## src/rtl/wdt_pkg.sv

```systemverilog
package wdt_pkg;
  parameter int CNT_W = 12;
  parameter int KEY_W = 8;
  typedef logic [CNT_W-1:0] wdt_cnt_t;
  localparam wdt_cnt_t CNT_MAX = '1;
endpackage

```

## src/rtl/wdt_prescaler.sv

```systemverilog
module wdt_prescaler #(
  parameter int DIV = 128
) (
  input  logic clk,
  input  logic rst_n,
  output logic tick
);
  localparam int DW = (DIV > 2) ? $clog2(DIV) : 1;
  localparam logic [DW-1:0] LAST = DW'(DIV - 1);

  logic [DW-1:0] div_q, div_d;

  always_comb begin
    if (div_q == LAST) div_d = '0;
    else               div_d = div_q + 1'b1;
  end

  always_ff @(posedge clk or negedge rst_n) begin
    if (!rst_n) div_q <= '0;
    else        div_q <= div_d;
  end

  assign tick = (div_q == LAST);

  AST_TICK_SINGLE: assert property (@(posedge clk) disable iff (!rst_n)
    tick |=> !tick);
endmodule

```

## src/rtl/wdt_mode_reg.sv

```systemverilog
module wdt_mode_reg
  import wdt_pkg::*;
(
  input  logic     clk,
  input  logic     rst_n,
  input  logic     wr,
  input  wdt_cnt_t wr_timeout,
  input  logic     wr_disable,
  output logic     accept,
  output logic     enabled,
  output logic     next_enabled,
  output wdt_cnt_t reload_val
);
  logic     locked_q, en_q;
  wdt_cnt_t load_q;

  assign accept       = wr && !locked_q;
  assign reload_val   = accept ? wr_timeout : load_q;
  assign next_enabled = accept ? !wr_disable : en_q;
  assign enabled      = en_q;

  always_ff @(posedge clk or negedge rst_n) begin
    if (!rst_n) begin
      locked_q <= 1'b0;
      en_q     <= 1'b1;
      load_q   <= CNT_MAX;
    end else if (accept) begin
      locked_q <= 1'b1;
      en_q     <= !wr_disable;
      load_q   <= wr_timeout;
    end
  end

  AST_LOCKED_STABLE: assert property (@(posedge clk) disable iff (!rst_n)
    locked_q |=> ($stable(load_q) && $stable(en_q)));
endmodule

```

## src/rtl/wdt_counter.sv

```systemverilog
module wdt_counter
  import wdt_pkg::*;
#(
  parameter int PULSE_LEN = 4
) (
  input  logic     clk,
  input  logic     rst_n,
  input  logic     tick,
  input  logic     enabled,
  input  logic     accept,
  input  logic     kick_ok,
  input  wdt_cnt_t reload_val,
  output logic     rst_req
);
  localparam int PW = $clog2(PULSE_LEN + 1);
  localparam logic [PW-1:0] PL = PW'(PULSE_LEN);

  wdt_cnt_t      cnt_q, cnt_d;
  logic [PW-1:0] pc_q, pc_d;
  logic          expire;

  always_comb begin
    cnt_d  = cnt_q;
    expire = 1'b0;
    if (accept || (enabled && kick_ok)) begin
      cnt_d = reload_val;
    end else if (enabled && tick) begin
      if (cnt_q == '0) begin
        expire = 1'b1;
        cnt_d  = reload_val;
      end else begin
        cnt_d = cnt_q - 1'b1;
      end
    end
  end

  always_comb begin
    if (expire)          pc_d = PL;
    else if (pc_q != '0) pc_d = pc_q - 1'b1;
    else                 pc_d = pc_q;
  end

  always_ff @(posedge clk or negedge rst_n) begin
    if (!rst_n) begin
      cnt_q <= CNT_MAX;
      pc_q  <= '0;
    end else begin
      cnt_q <= cnt_d;
      pc_q  <= pc_d;
    end
  end

  assign rst_req = (pc_q != '0);

  AST_KICK_WINS: assert property (@(posedge clk) disable iff (!rst_n)
    (kick_ok && enabled && !rst_req) |=> !rst_req);
  AST_REQ_AFTER_TICK: assert property (@(posedge clk) disable iff (!rst_n)
    $rose(rst_req) |-> $past(tick));
endmodule

```

## src/rtl/wdog_once.sv

```systemverilog
module wdog_once
  import wdt_pkg::*;
#(
  parameter int              DIV       = 128,
  parameter int              PULSE_LEN = 4,
  parameter logic [KEY_W-1:0] KICK_KEY = 8'hA5
) (
  input  logic             clk_slow,
  input  logic             rst_n,
  input  logic             mode_wr,
  input  logic [CNT_W-1:0] mode_timeout,
  input  logic             mode_disable,
  input  logic             kick,
  input  logic [KEY_W-1:0] kick_key,
  output logic             rst_req
);
  logic     tick, accept, enabled, next_en, kick_ok;
  wdt_cnt_t reload_val;

  assign kick_ok = kick && (kick_key == KICK_KEY);

  wdt_prescaler #(.DIV(DIV)) i_presc (
    .clk(clk_slow), .rst_n(rst_n), .tick(tick)
  );

  wdt_mode_reg i_mode (
    .clk(clk_slow), .rst_n(rst_n), .wr(mode_wr), .wr_timeout(mode_timeout),
    .wr_disable(mode_disable), .accept(accept), .enabled(enabled),
    .next_enabled(next_en), .reload_val(reload_val)
  );

  wdt_counter #(.PULSE_LEN(PULSE_LEN)) i_cnt (
    .clk(clk_slow), .rst_n(rst_n), .tick(tick), .enabled(enabled),
    .accept(accept), .kick_ok(kick_ok), .reload_val(reload_val),
    .rst_req(rst_req)
  );

  AST_DISARMED_QUIET: assert property (@(posedge clk_slow) disable iff (!rst_n)
    (!enabled && !next_en && !rst_req) |=> !rst_req);
endmodule

```

## config.mk

```make
export PLATFORM = sky130hd
export DESIGN_NAME = wdog_once
export DESIGN_NICKNAME = d
export VERILOG_FILES = /design/src/rtl/wdt_pkg.sv /design/src/rtl/wdt_prescaler.sv /design/src/rtl/wdt_mode_reg.sv /design/src/rtl/wdt_counter.sv /design/src/rtl/wdog_once.sv
export SDC_FILE = /design/constraint.sdc
export NUM_CORES = 1
export LEC_CHECK = 0
export ABC_AREA = 0
export BUFFER_PORTS_ARGS = -buffer_cell sky130_fd_sc_hd__buf_2
export CAP_MARGIN = 20
export CORE_UTILIZATION = 25
export CTS_CLUSTER_DIAMETER = 80
export DETAILED_ROUTE_END_ITERATION = 7
export PLACE_DENSITY_LB_ADDON = 0.05
export SLEW_MARGIN = 25
export SYNTH_ARGS = -nofsm -noshare
export SYNTH_HDL_FRONTEND = slang
export SYNTH_HIERARCHICAL = 1
export SYNTH_SLANG_ARGS = --single-unit
```

## constraint.sdc

```tcl
create_clock -name clk_slow -period 3.05 [get_ports clk_slow]
set_input_delay 0.61 -clock clk_slow [delete_from_list [all_inputs] [get_ports clk_slow]]
set_output_delay 0.61 -clock clk_slow [all_outputs]
set_load 0.01 [all_outputs]
```

==> metrics.yaml, run 1 <==
run_status:
  status: "completed"
clocking:
  tritoncts: "yes"
  tritoncts_sinks: 36
  cts_hold_repair.buffers: 0
  buffers_inserted_by_post_cts_timing_repair: 0
  ctsRootBufferMaster: "sky130_fd_sc_hd__clkbuf_8"
  cts_buffers: 5
  cts.clk_slew.worst_paths_ns: 0.08
  ctsResizeCount: 0
  worstSkewPairLatency_ns: 0.30
  cts_buffer_depth: 2
  ctsHtreeMaxLevel: 2
drt:
  drt_pass1_iterations: 4
  total_wire_length_after_detailed_routing_mm: 5.07
  vias_per_cell: 4.95
  drt_first_iter_violations: 63
  drc: 0
  detailroute.via_count: 1570
  antenna_left: 0
  route.detailed.wl_per_inst_um: 16.0
setup_path:
  worstSetupEndpointType: "flop"
  critPathRequiredTime_ns: 3.28
  path_max_fanout: 12
  critical_path_class: "flop to flop"
  crit_path_start_kind: "flop"
  cp_data_arrival_time_ns: 2.64
timing:
  fin_tns_setup_ns: 0
  report.final.setup_viol: 0
  timing.fmax_mhz: 415
  slew_headroom_pct: 43.7
  final_period_minus_worst_setup_slack_ns: 2.41
  tightestPinTransition_ns: 0.845
  finalHoldViolCount: 0
  final-max-slew-violation-count: 0
  grt_setup_unrepaired: "false"
  fin_crit_sh_pct: 79.0
  clock-skew-final_ns: 0.00978
layout:
  final_core_utilization_pct: 30.6
  finish.instance_area_mm2: 0.00240
  antennaDiodeCount: 0
  final_net_count: 244
  fraction_of_layout_instances_using_a_drive_strength_above_1_pct: 39.5
  flow.area_growth_from_synthesis_pct: 16.3
pwr:
  pwr_density_cell_mw_per_mm2: 459
  static-leakage-power_nw: 1.04
  worst_ir_drop_vdd_mv: 0.160
floorplan:
  die_height_um: 92.8
  initial_core_util_pct: 26.3
  die_area_mm2: 0.00862
  floorplan.io_pins: 26
  chipWidth_um: 92.8
  num_rows: 32
  floorplan.core_area_mm2: 0.00785
global_routing:
  grt_util_all_layers_pct: 12.9
  initial_antenna_violation_count: 0
  vias_in_the_first_global_route: 1661
  global_route_wire_length_before_repair_mm: 8.56
  largest_net_degree_at_the_start_of_global_routing: 37
  grt-ovfl-total: 0
placement:
  place_area_mm2: 0.00229
  quantity_of_i_o_buffers_inserted_on_ports: 25
  hpwl_mm: 3.62
  globalplace.congestion: 0.864
synth:
  yosysWarningCount: 6
  synth-edff-count: 0
  syn-num-nets: 217
  synth-seq-area-share_pct: 45.2
  number_of_synthesized_register_bits: 36
  synthArstFlopShare_pct: 100
  post_synth.cell_area_avg_um2: 11.0
  post_synth_num_cell_types: 58
  dominantRegCellSynth: "sky130_fd_sc_hd__dfstp_2"
  netlist_instances: 187
  synth_area_mm2: 0.00206
flow_run:
  drv.max_cap_violation_count: 0
min_path:
  min_path_type: "input port to asynchronous set/reset pin"
==> layout by cell type (no fill, tap or decap), types with 6 or more instances in the layout <==
| cell type | instances |
|---|---|
| sky130_fd_sc_hd__buf_2 | 25 |
| sky130_fd_sc_hd__o21ai_0 | 6 |
| sky130_fd_sc_hd__nand2_1 | 11 |
| sky130_fd_sc_hd__dfrtp_1 | 11 |
| sky130_fd_sc_hd__inv_1 | 10 |
| sky130_fd_sc_hd__dfstp_2 | 25 |
| sky130_fd_sc_hd__o211ai_1 | 10 |
| sky130_fd_sc_hd__mux2_4 | 8 |
| sky130_fd_sc_hd__nor2_1 | 13 |
==> where the power goes <==
group	leakage (nW)	internal (mW)	total [mW]	switching, mW
sequential	0.396	0.533	0.560	0.0271
combinational	0.585	0.0585	0.113	0.0546
clock	0.0541	0.242	0.429	0.187
==> cell type report <==
| cell class | count | area [um^2] |
|---|---|---|
| inverter | 10 | 37.5 |
| multi-input combinational | 134 | 1050 |
| tap | 102 | 128 |
| clock buffer | 5 | 68.8 |
| fill | 848 | 5450 |
| sequential | 36 | 932 |
| timing repair buffer | 27 | 140 |
| clock inverter | 3 | 42.5 |
==> cells by family after synthesis <==
logic type	Yosys count	share of synthesized area, %
AOI/OAI and AO/OA	44	16.6
adders and majority gates	5	3.03
buffers and inverters	17	3.88
xor gates and xnor gates	5	2.12
DFF	36	45.2
and+or+nand+nor	66	20.2
muxes	14	8.98
==> per-stage QoR <==
| stage | setup slack [ns] | hold slack [ns] | power (mW) | cells |
|---|---|---|---|---|
| after global placement | 0.349 | 0.458 | 0.683 | 309 |
| after global routing | 0.445 | 0.448 | 1.16 | 317 |
| after floorplan | 1.01 | 0.314 | 0.633 | 187 |
| after CTS | 0.604 | 0.439 | 1.12 | 317 |
| after detailed placement | 0.391 | 0.461 | 0.682 | 309 |
| final | 0.642 | 0.421 | 1.10 | 317 |
==> metal layers <==
layer,up-vias,part of all wire [%],global-route usage (%)
met1,783,47,16.9
met5,-,0,0
met4,0,1.7,4.87
li1,756,-,-
met2,24,49,20.8
met3,7,2.5,2.55
==> path summary, 6_finish.rpt <==
| path | end | startpoint | cells past startpoint | slack [ns] |
|---|---|---|---|---|
| hold / removal | i_mode/locked_q | rst_n | 1 | 0.42 |
| setup reg to reg | i_cnt/cnt_q[9] | i_presc/div_q[0] | 7 | 0.64 |
| min in group clk_slow | i_mode/enabled | mode_disable | 2 | 0.44 |
| max in group asynchronous | i_presc/div_q[6] | rst_n | 1 | 2.10 |
| hold reg to reg | i_presc/div_q[6] | i_presc/div_q[6] | 1 | 0.48 |
| setup / recovery | i_cnt/cnt_q[9] | i_presc/div_q[0] | 7 | 0.64 |
==> synthesized netlist by cell type, types with 2 or more instances <==
library cell / n / area share [%]
sky130_fd_sc_hd__dfstp_2: 25 / 32
sky130_fd_sc_hd__nor2_1: 13 / 2.4
sky130_fd_sc_hd__dfrtp_1: 11 / 13
sky130_fd_sc_hd__nand2_1: 11 / 2.0
sky130_fd_sc_hd__inv_1: 10 / 1.8
sky130_fd_sc_hd__o211ai_1: 10 / 3.6
sky130_fd_sc_hd__mux2_4: 8 / 5.8
sky130_fd_sc_hd__o21ai_0: 6 / 1.5
sky130_fd_sc_hd__a21oi_1: 5 / 1.2
sky130_fd_sc_hd__ha_1: 5 / 3.0
sky130_fd_sc_hd__nand3_1: 5 / 1.2
sky130_fd_sc_hd__nand4_1: 5 / 1.5
sky130_fd_sc_hd__clkbuf_1: 4 / 0.73
sky130_fd_sc_hd__mux2_2: 4 / 2.2
sky130_fd_sc_hd__or3_1: 4 / 1.2
sky130_fd_sc_hd__nand4b_1: 3 / 1.3
sky130_fd_sc_hd__nor2b_1: 3 / 0.91
sky130_fd_sc_hd__nor3b_1: 3 / 1.1
sky130_fd_sc_hd__xor2_1: 3 / 1.3
sky130_fd_sc_hd__a21oi_2: 2 / 0.85
sky130_fd_sc_hd__a221o_1: 2 / 0.97
sky130_fd_sc_hd__and3_1: 2 / 0.61
sky130_fd_sc_hd__buf_6: 2 / 1.1
sky130_fd_sc_hd__mux2i_1: 2 / 0.97
sky130_fd_sc_hd__nor3_1: 2 / 0.49
sky130_fd_sc_hd__o21a_1: 2 / 0.73
sky130_fd_sc_hd__o311ai_0: 2 / 0.85
sky130_fd_sc_hd__o31ai_1: 2 / 0.73
sky130_fd_sc_hd__xnor2_1: 2 / 0.85
==> critical path: stages (launching register included) <==
cell	delay (ns)
sky130_fd_sc_hd__dfrtp_1	0.41
sky130_fd_sc_hd__ha_1	0.24
sky130_fd_sc_hd__nand3_1	0.15
sky130_fd_sc_hd__nor2_1	0.11
sky130_fd_sc_hd__o21ai_0	0.47
sky130_fd_sc_hd__nand2_1	0.45
sky130_fd_sc_hd__a41oi_1	0.34
sky130_fd_sc_hd__o311a_1	0.19
==> state kept, by name, indices dropped and copies added, names as in the netlist <==
signal           flops
i_presc/div_q        7
i_mode/load_q       12
i_mode/enabled       1
i_cnt/cnt_q         12
i_cnt/pc_q           3
i_mode/locked_q      1
No activity file was read; power rests on OpenSTA's default activity.
==> inputs of run 2 (changes only) <==
==> constraint.sdc (replaced) <==
create_clock -name clk_slow -period 2.1 [get_ports clk_slow]
set_input_delay 0.42 -clock clk_slow [delete_from_list [all_inputs] [get_ports clk_slow]]
set_output_delay 0.42 -clock clk_slow [all_outputs]
set_load 0.01 [all_outputs]
==> run 2 against run 1 <==
Against the previous run: clock-buffer cell count increased by 1; sequential share of layout area decreased by 1.7 points; highest routed layer unchanged; critical path depth decreased by 1; critical path type unchanged; sequential power increased by 45%; clock power increased by 20%.
==> metrics.yaml, run 2 (same netlist as run 1, synthesis figures left out) <==
run_status:
  status: "completed"
timing:
  fin_crit_sh_pct: 94.5  # +16 points
  final_period_minus_worst_setup_slack_ns: 1.98  # -0.424 ns
  grt_setup_unrepaired: "false"
  hold-worst-slack_ns: 0.138  # -0.283 ns
  clock-skew-final_ns: 0.00726  # -0.00252 ns
  timing.fmax_mhz: 504  # +21%
  final-max-slew-violation-count: 0  # unchanged
  tightestPinTransition_ns: 0.588  # -0.257 ns
  slew_headroom_pct: 60.8  # +17 points
  finalHoldViolCount: 0  # unchanged
  fin_tns_setup_ns: 0  # unchanged
  report.final.setup_viol: 0  # unchanged
drt:
  detailroute.via_count: 1628  # +3.7%
  total_wire_length_after_detailed_routing_mm: 5.13  # +1.2%
  drt_first_iter_violations: 55  # -13%
  route.detailed.wl_per_inst_um: 15.4  # -3.6%
  vias_per_cell: 4.89  # -1.3%
  drt_pass1_iterations: 4  # unchanged
  drc: 0  # unchanged
  antenna_left: 0  # unchanged
global_routing:
  grtUsageMet2_pct: 22.0  # +1.2 points
  globalRouteMet3Util_pct: 2.87  # +0.33 points
  gr-usage-met1_pct: 16.6  # -0.33 points
  initial_antenna_violation_count: 0  # unchanged
  global_route_wire_length_before_repair_mm: 8.76  # +2.3%
  grt-ovfl-total: 0  # unchanged
  grt.busiest_layer: "met2"
  grt_util_all_layers_pct: 13.0  # +0.11 points
  vias_in_the_first_global_route: 1803  # +8.5%
  largest_net_degree_at_the_start_of_global_routing: 27  # -27%
floorplan:
  initial_core_util_pct: 26.3  # unchanged
  chipWidth_um: 92.8  # unchanged
  floorplan.io_pins: 26  # unchanged
  floorplan.core_area_mm2: 0.00785  # unchanged
  die_area_mm2: 0.00862  # unchanged
  num_rows: 32  # unchanged
  die_height_um: 92.8  # unchanged
setup_path:
  worstSetupEndpointType: "flop"
  critical_path_class: "flop to flop"
  crit_path_start_kind: "flop"
  critPathRequiredTime_ns: 2.32  # -0.96 ns
  cp_data_arrival_time_ns: 2.20  # -0.44 ns
  path_max_fanout: 12  # unchanged
clocking:
  cts_buffers: 5  # unchanged
  ctsHtreeMaxLevel: 2  # unchanged
  ctsRootBufferMaster: "sky130_fd_sc_hd__clkbuf_8"
  cts.clk_slew.worst_paths_ns: 0.08  # about the same
  cts_buffer_depth: 2  # unchanged
  worstSkewPairLatency_ns: 0.29  # about the same
  cts_hold_repair.buffers: 0  # unchanged
  tritoncts_sinks: 36  # unchanged
  tritoncts: "yes"
placement:
  quantity_of_i_o_buffers_inserted_on_ports: 25  # unchanged
  globalplace.congestion: 0.966  # +12%
  hpwl_mm: 3.85  # +6.2%
layout:
  flow.area_growth_from_synthesis_pct: 21.6
  fraction_of_layout_instances_using_a_drive_strength_above_1_pct: 44.6  # +5.1 points
  final_net_count: 260  # +6.6%
  largestRegisters: "i_cnt/cnt_q (12), i_mode/load_q (12), i_presc/div_q (7)"
  layout_common_cells: "sky130_fd_sc_hd__dfstp_2, sky130_fd_sc_hd__buf_2, sky130_fd_sc_hd__buf_4"
  antennaDiodeCount: 0  # unchanged
pwr:
  static-leakage-power_nw: 1.11  # +7.1%
  worst_ir_drop_vdd_mv: 0.222  # +38%
  pwr_density_cell_mw_per_mm2: 597  # +30%
flow_run:
  drv.max_cap_violation_count: 0  # unchanged
min_path:
  min_path_type: "input port to asynchronous set/reset pin"
-- run 2: cell types whose count changed in the layout (fill, tap and decap cells not counted), sizes merged --
cell      delta
buf         +16
bufinv       -1
clkbuf       +1
clkinv       +1
clkinvlp     -1
-- run 2: final cells by class --
| cell class | count | area [um^2] |
|---|---|---|
| clock buffer | 6 | 82.6 |
| clock inverter | 2 | 10.0 |
| fill | 842 | 5340 |
| inverter | 10 | 37.5 |
| multi-input combinational | 134 | 1060 |
| sequential | 36 | 932 |
| tap | 102 | 128 |
| timing repair buffer | 43 | 260 |
-- run 2: per-stage QoR --
| step | cells | cell area, um^2 | total power, mW | worst slack (ns) | utilization [%] |
|---|---|---|---|---|---|
| 6_report | 333 | 2510 | 1.50 | 0.115 | 32.0 |
| 5_1_grt | 333 | 2510 | 1.59 | 0.0104 | 32.0 |
| 4_1_cts | 333 | 2500 | 1.53 | 0.112 | 31.9 |
| 3_5_place_dp | 325 | 2410 | 0.997 | 0.105 | 30.7 |
| 3_3_place_gp | 325 | 2410 | 0.998 | 0.117 | 30.7 |
| 2_1_floorplan | 187 | 2060 | 0.919 | 0.129 | - |
-- run 2: per-layer routing --
layer	share of wire [%]	wire (um)
met1	46	2340
met5	0	0
met4	0.86	44
met3	3.5	180
met2	50	2570
-- run 2: critical path, cell delays in order (launching register included) --
cell and delay (ns):
sky130_fd_sc_hd__dfstp_2 0.59, sky130_fd_sc_hd__inv_1 0.08, sky130_fd_sc_hd__ha_1 0.21, sky130_fd_sc_hd__nor2b_1 0.17, sky130_fd_sc_hd__and4_4 0.25, sky130_fd_sc_hd__or4_1 0.49, sky130_fd_sc_hd__o311a_1 0.14
-- run 2: timing repair --
| item | 4_1_cts | 5_1_grt |
|---|---|---|
| gates resized for setup | 0 | 3 |
| buffers inserted | 0 | 0 |
| endpoints found under the setup margin | 0 | 4 |
-- run 2: worst paths after layout --
check,startpoint,to,slack (ns),depth (start not counted)
min in group clk_slow,mode_disable,i_mode/enabled,0.27,2
worst min-delay path,rst_n,i_cnt/pc_q[2],0.14,1
worst min register to register,i_presc/div_q[0],i_presc/div_q[0],0.48,1
worst max register to register,i_cnt/cnt_q[0],i_cnt/cnt_q[9],0.12,6
worst max-delay path,i_cnt/cnt_q[0],i_cnt/cnt_q[9],0.12,6
max in group asynchronous,rst_n,i_cnt/cnt_q[1],1.31,2
-- run 2: power breakdown --
group          switching [mW]  internal [mW]
logic                  0.0804         0.0909
registers              0.0397          0.773
clock network           0.253          0.262
